[config.mk]
export PLATFORM = sky130hd
export DESIGN_NAME = bus_latch_xcvr
export DESIGN_NICKNAME = d
export VERILOG_FILES = /design/src/rtl/bus_latch_xcvr.sv
export SDC_FILE = /design/constraint.sdc
export NUM_CORES = 1
export LEC_CHECK = 0
export ABC_AREA = 1
export BUFFER_PORTS_ARGS = -buffer_cell sky130_fd_sc_hd__buf_2
export CAP_MARGIN = 20
export CORE_ASPECT_RATIO = 0.75
export CORE_UTILIZATION = 45
export CTS_CLUSTER_SIZE = 40
export DETAILED_ROUTE_END_ITERATION = 6
export PLACE_DENSITY_LB_ADDON = 0.2
export SLEW_MARGIN = 10
export SYNTH_ARGS = -nofsm -noshare
export SYNTH_HDL_FRONTEND = slang
export SYNTH_SLANG_ARGS = --single-unit
export TNS_END_PERCENT = 50
[constraint.sdc]
create_clock -name clk -period 1 [get_ports clk]
set_input_delay 0.15 -clock clk [delete_from_list [all_inputs] [get_ports clk]]
set_output_delay 0.15 -clock clk [all_outputs]
set_load 0.03 [all_outputs]
[src/rtl/bus_latch_xcvr.sv]
module bus_latch_xcvr #(
  parameter int SECTIONS = 2,
  parameter int WIDTH    = 8
) (
  input  logic                         clk,
  input  logic                         rst_n,
  input  logic [SECTIONS-1:0]          ab_en_n,
  input  logic [SECTIONS-1:0]          ab_le_n,
  input  logic [SECTIONS-1:0]          ab_oe_n,
  input  logic [SECTIONS-1:0]          ba_en_n,
  input  logic [SECTIONS-1:0]          ba_le_n,
  input  logic [SECTIONS-1:0]          ba_oe_n,
  input  logic [SECTIONS*WIDTH-1:0]    a_in,
  input  logic [SECTIONS*WIDTH-1:0]    a_drv,
  output logic [SECTIONS*WIDTH-1:0]    a_out,
  output logic [SECTIONS*WIDTH-1:0]    a_oe,
  input  logic [SECTIONS*WIDTH-1:0]    b_in,
  input  logic [SECTIONS*WIDTH-1:0]    b_drv,
  output logic [SECTIONS*WIDTH-1:0]    b_out,
  output logic [SECTIONS*WIDTH-1:0]    b_oe
);
  localparam int PINS = SECTIONS * WIDTH;

  logic [PINS-1:0]     a_keep, b_keep;
  logic [PINS-1:0]     a_eff, b_eff;
  logic [SECTIONS-1:0] ab_open, ba_open, ab_drive, ba_drive;

  assign ab_open  = ~(ab_en_n | ab_le_n);
  assign ba_open  = ~(ba_en_n | ba_le_n);
  assign ab_drive = ~(ab_en_n | ab_oe_n) & {SECTIONS{rst_n}};
  assign ba_drive = ~(ba_en_n | ba_oe_n) & {SECTIONS{rst_n}};

  // pin value seen by the block: own drive, then external drive, then keeper
  assign a_eff = (a_oe & a_out) | (~a_oe & a_drv & a_in) | (~a_oe & ~a_drv & a_keep);
  assign b_eff = (b_oe & b_out) | (~b_oe & b_drv & b_in) | (~b_oe & ~b_drv & b_keep);

  always_ff @(posedge clk or negedge rst_n) begin
    if (!rst_n) begin
      a_keep <= '0;
      b_keep <= '0;
    end else begin
      a_keep <= a_eff;
      b_keep <= b_eff;
    end
  end

  for (genvar s = 0; s < SECTIONS; s++) begin : g_sec
    logic [WIDTH-1:0] ab_q, ba_q;

    always_ff @(posedge clk or negedge rst_n) begin
      if (!rst_n)
        ab_q <= '0;
      else if (ab_open[s])
        ab_q <= a_eff[s*WIDTH +: WIDTH];
    end

    always_ff @(posedge clk or negedge rst_n) begin
      if (!rst_n)
        ba_q <= '0;
      else if (ba_open[s])
        ba_q <= b_eff[s*WIDTH +: WIDTH];
    end

    assign b_out[s*WIDTH +: WIDTH] = ab_q;
    assign a_out[s*WIDTH +: WIDTH] = ba_q;
    assign b_oe[s*WIDTH +: WIDTH]  = {WIDTH{ab_drive[s]}};
    assign a_oe[s*WIDTH +: WIDTH]  = {WIDTH{ba_drive[s]}};
  end
endmodule

-- Word level (Yosys, flattened, before mapping)
Index checks and enable logic that the tools add are counted.
- register bits: 64
- bits of input ports: 78
- output and inout port bits: 64
- word-level logic and storage cells: 34
- bitwise gates (word level): 28
- operators by type and width (operator ; count):
    $and A16 B16 Y16 ; 10
    $not A16 Y16 ; 4
    $or A16 B16 Y16 ; 4
    $not A2 Y2 ; 4
    $or A2 B2 Y2 ; 4
    $and A2 B2 Y2 ; 2

-- Depth between registers and ports, before layout
Gate-level depths: netlist (run 1).
- depth after elaboration: 8
- gate-level depth with buffers: 6
- mapped depth without buffers: 6

-- Worst setup path after synthesis (run 1)
Ideal clock, no wire load.
- path type: input to output
- start point: input port ba_oe_n[1]
- end point: output port a_oe[10]
- arrival time: 979 ps
- data required time: 850 ps
- setup slack: -129 ps
- stages on the path: 4
- cells stage by stage: nor2_4 > nand2_4 > inv_1 > buf_4
- longest elaborated chain between the ends: 3
- RTL lines (item ; line ; source):
    from (decl) ; 12 ; input logic [SECTIONS-1:0] ba_oe_n,
    $or A2 B2 Y2 ; 31 ; assign ba_drive = ~(ba_en_n | ba_oe_n) & {SECTIONS{rst_n}};
    $not A2 Y2 ; 31 ;
    $and A2 B2 Y2 ; 31 ;
    to (decl) ; 16 ; output logic [SECTIONS*WIDTH-1:0] a_oe,
Every way passes these cells.

-- Worst setup path in the final report (run 1)
- start point: register g_sec[0].ba_q[4]
- end point: output port a_out[4]
- RTL lines (item ; line ; source):
    from (decl) ; 48 ; logic [WIDTH-1:0] ab_q, ba_q;
    from (signal assigned) ; 61 ; ba_q <= b_eff[s*WIDTH +: WIDTH];
    to (decl) ; 15 ; output logic [SECTIONS*WIDTH-1:0] a_out,
No word-level cell between the ends.

==> flow_metrics.py, run 1 <==
metrics = {
    "floorplan": {
        "core_area_um2": 7950,
        "start_util_pct": 46.9,
        "io-pin-count": 142,
        "rows": 28,
        "die-width_um": 107,
        "dieArea_um2": 8660,
        "die_h_um": 80.8,
    },
    "drt": {
        "postRouteAntennaNets": 0,
        "vias_per_cell": 4.46,
        "remaining_drc_errors": 0,
        "vias": 3619,
        "dr.pass1.iters": 4,
        "post_drt_wl_per_cell_um": 12.3,
        "first_iter_violations": 195,
        "wl_um": 9940,
    },
    "cells_and_area": {
        "layout.cells.non_filler": 811,
        "drive_gt1_share_pct": 34.3,
        "final_cell_area_um2": 5610,
        "postLayoutCoreUtil_pct": 70.5,
        "area_delta_synth_final_pct": 50.3,
        "antenna_cells": 0,
        "final_common_cell": "nand2_1",
        "layout_common_cells": "nand2_1 (192), inv_1 (100), buf_2 (88)",
        "nNetsFinal": 779,
    },
    "sta": {
        "fmax_ghz": 0.931,
        "rsz0062_at_grt": "yes",
        "skew_ps": 5.96,
        "fin_tns_setup_ps": -1540,
        "slew_headroom_pct": 77.8,
        "holdWs_ps": -282,
        "setup_slack_ps": -74.3,
        "drv_slew": 0,
        "period_share_pct": 107,
        "post-route-min-period_ps": 1070,
        "worst_slew_pin_slew_ps": 332,
        "hold_violations": 16,
        "setup_viol": 51,
    },
    "cts": {
        "cts_tree": "built",
        "cts_made_buffers": 9,
        "clockBufferDepth": 2,
        "path_clk_slew_ps": 70,
        "cts-root-buf": "clkbuf_8",
        "cts.sinks": 64,
        "htree_levels": 3,
        "insertion_delay_ps": 330,
    },
    "worst_setup_path": {
        "cp_top_family": "flip-flops",
        "reg2reg_to": "b_keep[2]",
        "critPathKind": "flip-flop to output port",
        "regToRegStartpoint": "g_sec[0].ab_q[2]",
        "cp-end-kind": "output port",
        "cp_cell_sequence": "buf_6",
        "r2r_slack_ps": -50,
        "startpoint_type": "flip-flop",
        "crit_slowest_cell": "dfrtp_1",
        "crit_path_max_incr_delay_ps": 430,
        "cp.required_ps": 850,
        "r2r_cells": 3,
        "critPathArrivalTime_ps": 920,
        "crit_buf_inv": 1,
        "cp_max_fo": 3,
    },
    "place": {
        "place_hpwl_um": 6980,
        "port_buffers": 141,
        "dpl.cell_count": 752,
        "placed_cell_area_um2": 4640,
        "dp_slack_ps": -59.9,
        "routabilityCongestion": 0.917,
    },
    "logic_synthesis": {
        "syn_area_um2": 3730,
        "ys_seq_area_share_pct": 42.9,
        "yosysUniqueCellTypes": 11,
        "ys.warnings.count": 0,
        "synth_nets": 578,
        "postSynthCellCount": 500,
        "avgSynthCellArea_um2": 7.46,
        "synth-seq-cells": 64,
    },
    "global_routing": {
        "grt_pass1_wl_um": 15200,
        "overflow": 0,
        "track_usage_pct": 23.0,
        "grt_start_max_net_pins": 22,
        "grt_pass1_vias": 3216,
        "grt_antenna_before_repair": 0,
    },
    "power": {
        "ir_drop_uv": 972,
        "finalPower_mw": 8.48,
        "p_per_area_nw_per_um2": 1510,
        "p_leak_nw": 3.32,
    },
    "worst_hold_path": {
        "hold_class": "input pin to asynchronous set/reset pin",
    },
    "job": {
        "max-cap-violations": 0,
    },
    "outcome": {
        "status": "complete, but fails checks",
        "violations": "negative hold slack, negative setup slack",
    },
}
## worst reg2reg max path, cell delays in order, from the launching register on
cell and delay (ps):
dfrtp_1 430, buf_4 160, nand3b_1 190, and2_1 160
## cells in the mapped netlist
cell type	n	area (µm²)
dfrtp_1	64	1600
inv_1	104	390
buf_12	3	60.1
and2_1	32	200
buf_6	1	11.3
nand2_1	192	721
nand2_4	4	45.0
nand3_1	32	160
nand3b_1	32	240
nor2_4	8	90.1
buf_4	28	210
## report_power, final
group / switching [mW] / internal [mW] / total (mW)
registers: 0.260 / 2.96 / 3.22
clock network: 0.967 / 1.47 / 2.44
logic: 1.46 / 1.36 / 2.82
total: 2.69 / 5.79 / 8.48
## area by class of cell
class                   count  area [µm²]
fillers                   646        2350
well taps                 105         131
flip-flops and latches     64        1600
clock buffers              13         149
clock inverters             3        65.1
inverters                 104         405
repair buffers            222        1780
multi-input cells         300        1480
## worst max path at each step
stage / start / endpoint / slack, ps / cells past startpoint
2_1_floorplan: rst_n / a_oe[10] / -30 / 4
3_3_place_gp: rst_n / b_oe[6] / -30 / 5
3_5_place_dp: rst_n / b_oe[5] / -60 / 5
4_1_cts: g_sec[0].ba_q[4] / a_out[4] / -80 / 1
5_1_grt: ab_en_n[0] / b_oe[7] / -110 / 5
6_report: g_sec[0].ba_q[4] / a_out[4] / -70 / 1
## kinds of logic after synthesis
| family | synth area share, % |
|---|---|
| buffers and inverters | 18.0 |
| AND/OR/NAND/NOR | 39.0 |
| flip-flops | 42.9 |
## sequential cells by signal (all words and copies together) (netlist names)
name	flops
b_keep	16
g_sec.ba_q	16
a_keep	16
g_sec.ab_q	16
## layer usage
layer  up-vias  global-route usage (%)  routed length [µm]
met4         0                    6.85                 186
met2       118                    37.0                4590
met3        15                    3.85                 541
met1      1637                    32.2                4620
met5         -                       0                   0
li1       1849                       -                   -
## timing repair
action,in CTS,in global routing
pin swaps,5,31
hold buffers,10,2
setup endpoints to repair,64,100
hold endpoints to repair,44,25
resized for setup,68,69
buffers inserted,24,7
(Power assumes the default switching activity.)
==> run 2, diff against run 1 <==
- ABC_CLOCK_PERIOD_IN_PS: default -> 1020
- clock period: 1 -> 1.02 ns (I/O delays scaled with it)
==> run 2 against run 1 <==
The run ends with negative setup slack left; largest cell class unchanged; flip-flop and latch count unchanged; sequential power decreased by 2%; register-to-register slack improved by 70 ps; utilization decreased by 1.8 points; via count decreased by 0.88%; critical path depth unchanged; non-clock buffer count decreased by 5; setup slack improved by 15 ps; first-iteration DRC count decreased by 15%; global-route usage increased by 0.66 points; power decreased by 7.5%.
==> flow_metrics.py, run 2 (same netlist as run 1, synthesis figures left out) <==
metrics = {
    "power": {
        "power.switching_mw": 2.59,
        "ir_drop_uv": 720,
        "p_per_area_nw_per_um2": 1440,
        "power_frac_seq_pct": 40.2,
        "p_leak_nw": 3.26,
        "power_frac_comb_pct": 34.7,
        "p_int_mw": 5.26,
        "p_sw_share_pct": 33.0,
        "clkPwrFrac_pct": 25.1,
    },
    "floorplan": {
        "dieArea_um2": 8660,
        "die-width_um": 107,
        "start_util_pct": 46.9,
        "die_h_um": 80.8,
        "rows": 28,
        "core_area_um2": 7950,
        "io-pin-count": 142,
    },
    "job": {
        "max-cap-violations": 0,
    },
    "drt": {
        "post_drt_wl_per_cell_um": 12.5,
        "vias_per_cell": 4.46,
        "remaining_drc_errors": 0,
        "vias": 3587,
        "postRouteAntennaNets": 0,
        "wl_um": 10100,
        "dr.pass1.iters": 4,
        "first_iter_violations": 165,
    },
    "cts": {
        "cts.sinks": 64,
        "clockBufferDepth": 2,
        "cts_made_buffers": 9,
        "cts-root-buf": "clkbuf_8",
        "cts_tree": "built",
        "htree_levels": 3,
        "path_clk_slew_ps": 60,
        "insertion_delay_ps": 330,
    },
    "sta": {
        "rsz0062_at_grt": "yes",
        "skew_ps": 3.65,
        "hold_violations": 0,
        "post-route-min-period_ps": 1080,
        "period_share_pct": 106,
        "setup_viol": 39,
        "fmax_ghz": 0.926,
        "worst_slew_pin_slew_ps": 504,
        "holdWs_ps": 51.8,
        "drv_slew": 0,
        "slew_headroom_pct": 66.3,
        "fin_tns_setup_ps": -907,
        "setup_slack_ps": -59.6,
    },
    "worst_setup_path": {
        "r2r_slack_ps": 20,
        "critPathKind": "flip-flop to output port",
        "cp_cell_sequence": "buf_6",
        "crit_buf_inv": 1,
        "crit_slowest_cell": "dfrtp_1",
        "critPathArrivalTime_ps": 930,
        "startpoint_type": "flip-flop",
        "crit_path_max_incr_delay_ps": 430,
        "cp_max_fo": 2,
        "cp-end-kind": "output port",
        "cp_top_family": "flip-flops",
        "r2r_cells": 3,
        "reg2reg_to": "a_keep[4]",
        "cp.required_ps": 870,
        "regToRegStartpoint": "g_sec[0].ba_q[4]",
    },
    "outcome": {
        "violations": "negative setup slack",
        "status": "complete, but fails checks",
    },
    "global_routing": {
        "track_usage_pct": 23.7,
        "grt_antenna_before_repair": 0,
        "grt_pass1_wl_um": 15500,
        "grt_start_max_net_pins": 14,
        "grt_pass1_vias": 3339,
        "overflow": 0,
    },
    "place": {
        "place_hpwl_um": 7010,
        "dpl.cell_count": 747,
        "routabilityCongestion": 0.939,
        "port_buffers": 141,
    },
    "cells_and_area": {
        "postLayoutCoreUtil_pct": 68.6,
        "multi_input_area_um2": 1460,
        "layout_common_cells": "nand2_1 (192), inv_1 (100), buf_2 (84)",
        "area_delta_synth_final_pct": 46.4,
        "final_common_cell": "nand2_1",
        "nNetsFinal": 774,
        "drive_gt1_share_pct": 33.8,
        "regArea_um2": 1600,
        "layout.cells.non_filler": 804,
        "antenna_cells": 0,
        "fillers": 676,
    },
    "worst_hold_path": {
        "hold_class": "input pin to asynchronous set/reset pin",
    },
}
## run 2: cell count changes in the layout (fill, tap and decap cells not counted), sizes merged
cell / previous run / this run
buf: 210 / 203
clkbuf: 13 / 18
bufinv: 2 / 0
dlygate4sd3: 12 / 10
clkinv: 1 / 0
## run 2: power by group through the flow
stage | combinational [mW] | clock (mW) | sequential (mW)
floorplan | 0.951 | 0 | 3.52
global placement | 2.00 | 0 | 3.17
detailed placement | 2.04 | 0 | 3.18
CTS | 2.56 | 1.99 | 3.14
global route | 2.95 | 2.10 | 3.18
finish | 2.72 | 1.97 | 3.15
## run 2: cell type report
type,instances,share of cell area (%)
Multi-Input combinational cell,300,26.8
Timing Repair Buffer,217,30.9
Inverter,104,7.43
Tap cell,105,2.41
Sequential cell,64,29.3
Clock buffer,14,3.16
## run 2: worst max-delay path by stage
stage	slack (ps)	endpoint	cells past startpoint	start
finish	-60	a_out[4]	1	g_sec[0].ba_q[4]
global route	-90	b_out[1]	1	g_sec[0].ab_q[1]
CTS	-80	b_out[2]	1	g_sec[0].ab_q[2]
detailed placement	-60	a_keep[9]	4	rst_n
global placement	-20	b_keep[9]	4	rst_n
floorplan	-20	a_oe[10]	4	rst_n
## run 2: routing by layer
layer / global-route usage, % / up-vias / wire length [µm]
met1: 31.4 / 1630 / 4730
li1: - / 1836 / -
met4: 8.63 / 0 / 137
met3: 5.06 / 16 / 540
met5: 0 / - / 0
met2: 38.6 / 105 / 4650
## run 2: repair_timing
action | in CTS | in global routing
gates resized for setup | 72 | 54
cloned | 0 | 0
endpoints found under the hold margin | 29 | 0
endpoints found under the setup margin | 48 | 82
hold buffers | 10 | 0
pin swaps | 0 | 26
setup buffers | 19 | 14
## run 2: stage by stage
| step | setup slack [ps] | cell area (µm²) | power [mW] |
|---|---|---|---|
| after floorplan | -19.7 | 3740 | 4.47 |
| after global placement | -21.5 | 4580 | 5.18 |
| after detailed placement | -62.0 | 4580 | 5.21 |
| after CTS | -75.4 | 5210 | 7.70 |
| after global routing | -94.7 | 5460 | 8.23 |
| final | -59.6 | 5460 | 7.84 |
